<file path="config.mk">
export PLATFORM = sky130hd
export DESIGN_NAME = pin_uart
export DESIGN_NICKNAME = d
export VERILOG_FILES = /design/src/rtl/pin_uart.sv
export SDC_FILE = /design/constraint.sdc
export NUM_CORES = 1
export LEC_CHECK = 0
export CORE_MARGIN = 2
export CORE_UTILIZATION = 50
export DETAILED_ROUTE_END_ITERATION = 10
export PLACE_DENSITY = 0.7
export SLEW_MARGIN = 40
export SYNTH_ARGS = -nofsm -noshare
export SYNTH_HDL_FRONTEND = slang
export SYNTH_SLANG_ARGS = --single-unit
export TNS_END_PERCENT = 5
</file>
<file path="constraint.sdc">
create_clock -name clk -period 2.55 [get_ports clk]
set_input_delay 0.765 -clock clk [delete_from_list [all_inputs] [get_ports clk]]
set_output_delay 0.765 -clock clk [all_outputs]
set_load 0.01 [all_outputs]
</file>
<file path="src/rtl/pin_uart.sv">
module pin_uart #(
  parameter int DIV   = 32,
  parameter int OSR   = 16,
  parameter int DEPTH = 4
) (
  input  logic       clk,
  input  logic       rst_n,
  input  logic       tx_en,
  input  logic       par_odd,
  input  logic       fast_mode,
  input  logic       tx_wr,
  input  logic       tx_load,
  input  logic       rx_rd,
  input  logic [6:0] tx_hi7,
  input  logic       rx_in,
  output logic       tx_line,
  output logic       tx_space_int,
  output logic       rx_avail_int,
  output logic       tx_done_int,
  output logic       rx_event_int,
  output logic       tx_busy,
  output logic [7:0] rx_data
);
  localparam int BIT_SLOW = DIV * OSR;
  localparam int BIT_FAST = DIV;
  localparam int CW = $clog2(BIT_SLOW);
  localparam int AW = $clog2(DEPTH);
  localparam logic [CW-1:0] SLOW_LAST = CW'(BIT_SLOW - 1);
  localparam logic [CW-1:0] FAST_LAST = CW'(BIT_FAST - 1);
  localparam logic [CW-1:0] SLOW_HALF = CW'(BIT_SLOW / 2 - 1);
  localparam logic [CW-1:0] FAST_HALF = CW'(BIT_FAST / 2 - 1);

  typedef enum logic [1:0] {R_IDLE, R_START, R_BITS} rx_st_t;

  logic [7:0]    mem [DEPTH];
  logic [AW-1:0] wp, rp;
  logic [AW:0]   count;
  logic          full, push, pop;

  assign full         = (count == (AW+1)'(DEPTH));
  assign push         = tx_wr && !full;
  assign pop          = tx_load && tx_en && !tx_busy && (count != '0);
  assign tx_space_int = !full;

  always_ff @(posedge clk) if (push) mem[wp] <= {tx_hi7, 1'b0};

  always_ff @(posedge clk or negedge rst_n) begin
    if (!rst_n) begin
      wp <= '0; rp <= '0; count <= '0;
    end else begin
      if (push) wp <= wp + 1'b1;
      if (pop)  rp <= rp + 1'b1;
      count <= count + (AW+1)'(push) - (AW+1)'(pop);
    end
  end

  logic [10:0]   tx_sh;
  logic [3:0]    tx_n;
  logic [CW-1:0] tx_cnt;
  logic          tx_fast;
  logic [CW-1:0] tx_last;
  logic [7:0]    head;

  assign head    = mem[rp];
  assign tx_last = tx_fast ? FAST_LAST : SLOW_LAST;
  assign tx_line = !tx_busy || tx_sh[0];

  always_ff @(posedge clk or negedge rst_n) begin
    if (!rst_n) begin
      tx_busy <= 1'b0; tx_sh <= '1; tx_n <= '0; tx_cnt <= '0;
      tx_done_int <= 1'b0; tx_fast <= 1'b0;
    end else begin
      tx_done_int <= 1'b0;
      if (pop) begin
        tx_busy <= 1'b1;
        tx_sh   <= {1'b1, ^head ^ par_odd, head, 1'b0};
        tx_n    <= '0;
        tx_cnt  <= '0;
        tx_fast <= fast_mode;
      end else if (tx_busy) begin
        if (tx_cnt == tx_last) begin
          tx_cnt <= '0;
          if (tx_n == 4'd10) begin
            tx_busy     <= 1'b0;
            tx_done_int <= 1'b1;
          end else begin
            tx_n  <= tx_n + 1'b1;
            tx_sh <= {1'b1, tx_sh[10:1]};
          end
        end else tx_cnt <= tx_cnt + 1'b1;
      end
    end
  end

  logic          rx_s1, rx_s;
  rx_st_t        rx_st;
  logic [CW-1:0] rx_cnt;
  logic [3:0]    rx_n;
  logic [7:0]    rx_sh;
  logic          rx_fast, rx_pbad, rx_err, rx_done;
  logic [CW-1:0] rx_last, rx_half;

  assign rx_last      = rx_fast ? FAST_LAST : SLOW_LAST;
  assign rx_half      = rx_fast ? FAST_HALF : SLOW_HALF;
  assign rx_event_int = rx_done || rx_err;

  always_ff @(posedge clk or negedge rst_n) begin
    if (!rst_n) begin
      rx_s1 <= 1'b1; rx_s <= 1'b1;
    end else begin
      rx_s1 <= rx_in; rx_s <= rx_s1;
    end
  end

  always_ff @(posedge clk or negedge rst_n) begin
    if (!rst_n) begin
      rx_st <= R_IDLE; rx_cnt <= '0; rx_n <= '0; rx_sh <= '0;
      rx_fast <= 1'b0; rx_pbad <= 1'b0; rx_err <= 1'b0; rx_done <= 1'b0;
      rx_data <= '0; rx_avail_int <= 1'b0;
    end else begin
      rx_done <= 1'b0;
      if (rx_rd) begin
        rx_avail_int <= 1'b0;
        rx_err       <= 1'b0;
      end
      case (rx_st)
        R_IDLE: if (!rx_s) begin
          rx_st   <= R_START;
          rx_cnt  <= '0;
          rx_fast <= fast_mode;
        end
        R_START: if (rx_cnt == rx_half) begin
          rx_cnt <= '0;
          rx_n   <= '0;
          rx_st  <= rx_s ? R_IDLE : R_BITS;
        end else rx_cnt <= rx_cnt + 1'b1;
        default: if (rx_cnt == rx_last) begin
          rx_cnt <= '0;
          rx_n   <= rx_n + 1'b1;
          if (rx_n < 4'd8) rx_sh <= {rx_s, rx_sh[7:1]};
          else if (rx_n == 4'd8) rx_pbad <= (rx_s != (^rx_sh ^ par_odd));
          else begin
            rx_st        <= R_IDLE;
            rx_data      <= rx_sh;
            rx_avail_int <= 1'b1;
            rx_done      <= 1'b1;
            if (rx_pbad || !rx_s) rx_err <= 1'b1;
          end
        end else rx_cnt <= rx_cnt + 1'b1;
      endcase
    end
  end
endmodule

</file>
Word level (Yosys, flattened, before mapping):

Memories as Yosys holds them, arrays and structs flattened.
Cells that the tools add are included.

* flip-flop bits (word level): 72
* memory bits (writable): 28
* output and inout bits: 14
* word-level logic and storage cells: 130
* memories kept: 1

Memory list
* mem: words 4, width 7, read ports 1, clocked after memory_dff 0, write ports 1, line 35 `logic [7:0] mem [DEPTH];`

* add/sub/neg operators: 8
* order comparisons: 1
* eq/ne operators: 13
* muxes and demuxes: 53
* bitwise operators: 7
* reduce and logical (&&, ||, !) cells: 26

Operators with widths (number)
* two-way mux 9 bit: 8
* two-way mux 11 bit: 4
* two-way mux 1 bit: 25
* two-way mux 4 bit: 6
* adder 9 x 1 -> 9 bit, second input constant: 2
* == test 9 bit: 2
* one-hot mux 9 bit (2 select lines): 1
* parity 8 bit: 2
* two-way mux 2 bit: 6
* == test 9 x 8 -> 1 bit: 1
* AND reduction 3 bit: 3
* adder 4 x 1 -> 4 bit, second input constant: 2
* == test 4 bit, second input constant: 2
* two-way mux 8 bit: 1
* one-hot mux 4 bit (2 select lines): 1
* AND reduction 4 bit: 2
* inequality test 2 bit, second input constant: 3
* inequality test 3 x 1 -> 1 bit, second input constant: 2
* nonzero test 2 bit: 3
* nonzero test 3 bit: 2
* NOT 1 bit: 5
* AND reduction 5 bit: 1
* adder 2 x 1 -> 2 bit, second input constant: 2
* logical AND 1 bit: 4
* other kinds (13): 18

Depth between registers and ports, before layout:

* depth in word-level cells: 7
* gate-level depth with buffers: 9
* depth with buffers taken out: 9

Worst setup path before layout:

OpenSTA, ideal clock, no wires.

* path kind: input to register
* start point: in tx_load
* end point: reg count[1]
* data arrival time: 2.345 ns
* data required time: 2.415 ns
* slack: 0.069 ns
* stages on the path: 8
* cells stage by stage: nand2_1 -> or3_1 -> inv_1 -> clkbuf_1 -> ha_1 -> inv_1 -> ha_1 -> fa_1

* cells in the longest elaborated chain, start to end: 4

Ends and longest elaborated chain
* from (decl): line 12 `input logic tx_load,`
* logical AND 1 bit (3 in series): line 42 `assign pop = tx_load && tx_en && !tx_busy && (count != '0);`
* subtractor 3 x 1 -> 3 bit: line 53 `count <= count + (AW+1)'(push) - (AW+1)'(pop);`
* to (signal assigned): line 53
* to (decl): line 37 `logic [AW:0] count;`

Every way passes these cells.
A chain may end at the register's enable or synchronous reset.

Worst setup path in the final report:

* start point: reg rx_cnt[7]
* end point: reg rx_sh[1]

* cells in the longest elaborated chain, start to end: 2

Ends and longest elaborated chain
* from (decl): line 97 `logic [CW-1:0] rx_cnt;`
* from (signal assigned): line 136 `end else rx_cnt <= rx_cnt + 1'b1;`
* from (signal assigned): line 149 `end else rx_cnt <= rx_cnt + 1'b1;`
* == test 9 bit: line 137 `default: if (rx_cnt == rx_last) begin`
* AND reduction 3 bit (no line)
* to (signal assigned): line 140 `if (rx_n < 4'd8) rx_sh <= {rx_s, rx_sh[7:1]};`
* to (decl): line 99 `logic [7:0] rx_sh;`

Every way passes these cells.

==> qor.txt <==
Switching Power: 1583 uW
Share of layout cells above drive strength 1: 18.38%
Synth cell types: 53
Final core utilization: 57.60%
Hold WS: 297.5 ps
Crit. End Element: flop
CTS sink count: 99
Crit path buf inv count: 0
Pwr Total: 4763 uW
First-pass iteration count of the detailed router: 4
Main area contributors after synthesis: dfrtp_1 32%, edfxtp_1 18%, dfstp_2 6.8%
CP max-delay cell: or4b_4
Reg2Reg Depth: 5
EDFF count, synth: 28
Seq/Total Area, Yosys: 57.13%
Fmax: 410.6 MHz
GP Congestion: 0.7653
Top Ports: 30
FP Rows: 35
Num CTS Buffers: 9
Int Pwr: 3181 uW
Die height: 100 um
Combinational share of power: 29.2%
Final Skew: 9.579 ps
Crit Path Class: reg2reg
WP data arrival: 2700 ps
Avg Vias per Cell: 5.301
Switching share of power: 33.23%
Die width: 100 um
Post-route clock period utilization: 95.51%
Critical path endpoint: rx_sh[1]
Fin nets: 432
Delay-heaviest family, CP: simple AND/OR/NAND/NOR gates
Post-Place Cell Area: 5054 um2
Worst setup startpoint: rx_cnt[7]
Synthesized area: 4608 um2
Critical Path RT: 2810 ps
Cell count after synthesis: 364
Total gr overflow: 0
Crit path largest cell delay: 580 ps
CTS tree: done
Launching point of the worst reg2reg path: rx_cnt[7]
Full die area: 10000 um2
Root Buffer: clkbuf_8
Crit path launch type: flop
Drt wl/cell: 14.46 um
Most frequent cells in the layout: 59 x dfrtp_1, 33 x nor2_1, 30 x xnor2_1
Dpl hpwl: 5233 um
Number of synthesized register bits: 99
CP Max Fanout: 8
Outcome: finished clean
Area leader, netlist: dfrtp_1
WP depth: 5
Post-synthesis net count: 393
Synth warn: 0
Relative slew slack: 63.02%
Post-cts resize count: 0
Reg2reg end: rx_sh[1]
Max-Cap Viols: 0
WL final: 7507 um
Syn Area/Cell: 12.66 um2
RSZ-0062 raised after global routing: no
Sequential power share: 50.3%
Antenna Nets Post-Route: 0
Largest net degree at the start of global routing: 57
Final hold vios: 0
I/O Buffers: 29
Max VDD drop: 0.4573 mV
CTS max path bufs: 2
Reg clk slew, reported paths: 100 ps
Clock latency on the worst-skew pair: 370 ps
Ys async rst share: 71.72%
First-pass GRT wire length: 13080 um
Min-delay worst type: in2async
DR vias: 2751
Final Setup Violations: 0
Cts hold-fix bufs: 0
Final max-slew violation count: 0
Post-route non-filler standard cell count: 519
Post-CTS setup repair buffer count: 0
Measured slew at the worst slew-check pin: 548.9 ps
Initial antenna violation count: 0
Leak pwr: 0.002210 uW
DRC violations left: 0
R2r setup slk: 110 ps
Final min period: 2436 ps
Power density over the cells: 907.9 nW/um2
Initial Util: 50.59%
Dpl cells: 503
CTS H-Tree Depth: 3
Most common cell after layout, fill and taps aside: dfrtp_1
Core area: 9109 um2
Critical path cell sequence: or4b_4, a2111oi_4, and2_1, and2b_1, mux2_2
Final instance area: 5246 um2
Inserted Diodes: 0
Share of Yosys cell area claimed by the top area cell type: 32.04%
Initial DRC count: 89
Clock Power Share: 20.5%
Vias in the first global route: 2792
GRT Util Overall: 16.64%
Post-synth top flop: dfrtp_1
Area Growth Syn to Fin: 13.85%
==> registers in the layout, summed over array words and instances, names as in the netlist, 2 cells and up <==
register	cells
rx_data	8
tx_n	4
tx_cnt	9
count	3
rx_n	4
tx_sh	10
mem	28
wp	2
rx_sh	8
rx_st	2
rp	2
rx_cnt	9
==> how the worst min path moves through the flow <==
stage | start | endpoint | slack [ps] | cells past startpoint
3_3_place_gp | rx_s1 | rx_s | 350 | 0
4_1_cts | rst_n | wp[0] | 300 | 1
2_1_floorplan | rx_s1 | rx_s | 350 | 0
3_5_place_dp | rx_s1 | rx_s | 350 | 0
5_1_grt | rst_n | tx_cnt[2] | 310 | 1
6_report | rst_n | tx_cnt[2] | 300 | 1
==> cell type report <==
type | count | area [um2]
Inverter | 19 | 71.32
Sequential cell | 99 | 2633
Tap cell | 111 | 138.9
Timing Repair Buffer | 41 | 387.9
Fill cell | 726 | 3862
Clock buffer | 10 | 127.6
Multi-Input combinational cell | 233 | 1823
Clock inverter | 6 | 65.06
==> stage by stage <==
step	setup WS [ps]	TNS, ps
floorplan	69.27	0
global placement	-74.98	-143.9
detailed placement	-116.0	-210.2
CTS	95.41	0
global route	18.89	0
finish	114.4	0
==> synth_stat cells, types with 3 or more instances <==
cell,instances
nand3_1,6
mux4_2,7
xor2_1,9
a21oi_1,9
nor2_1,33
a22o_1,3
clkbuf_1,7
nand4_1,5
o21ai_0,11
ha_1,12
mux2_4,7
dfstp_2,12
mux2_2,11
nor3_1,6
edfxtp_1,28
nand2_1,26
inv_1,19
a21o_1,3
dfrtp_1,59
mux2i_1,10
xnor2_1,30
and3_1,9
nor3b_1,3
o22ai_1,4
buf_6,4
==> cells by family after synthesis <==
group | Yosys count | share of synthesized area, %
simple gates | 106 | 11.84
buf+inv | 32 | 3.312
compound gates | 40 | 6.055
xor+xnor | 39 | 7.412
mux | 35 | 10.56
fa+ha+maj | 13 | 3.693
flops | 99 | 57.13
==> power groups by stage <==
stage	clock network [uW]	logic, uW	registers (uW)
floorplan	0	1170	2280
global placement	0	1360	2410
detailed placement	0	1410	2420
CTS	1020	1420	2400
global route	1070	1580	2460
finish	977	1390	2400
==> layer usage <==
layer | global-route usage [%] | vias up | part of all wire, %
met5 | 0 | - | 0
met3 | 3.760 | 10 | 2.3
met4 | 7.060 | 0 | 1.8
li1 | - | 1356 | -
met1 | 22.19 | 1363 | 46
met2 | 26.51 | 22 | 49
Power figures use the tool's default switching activity.
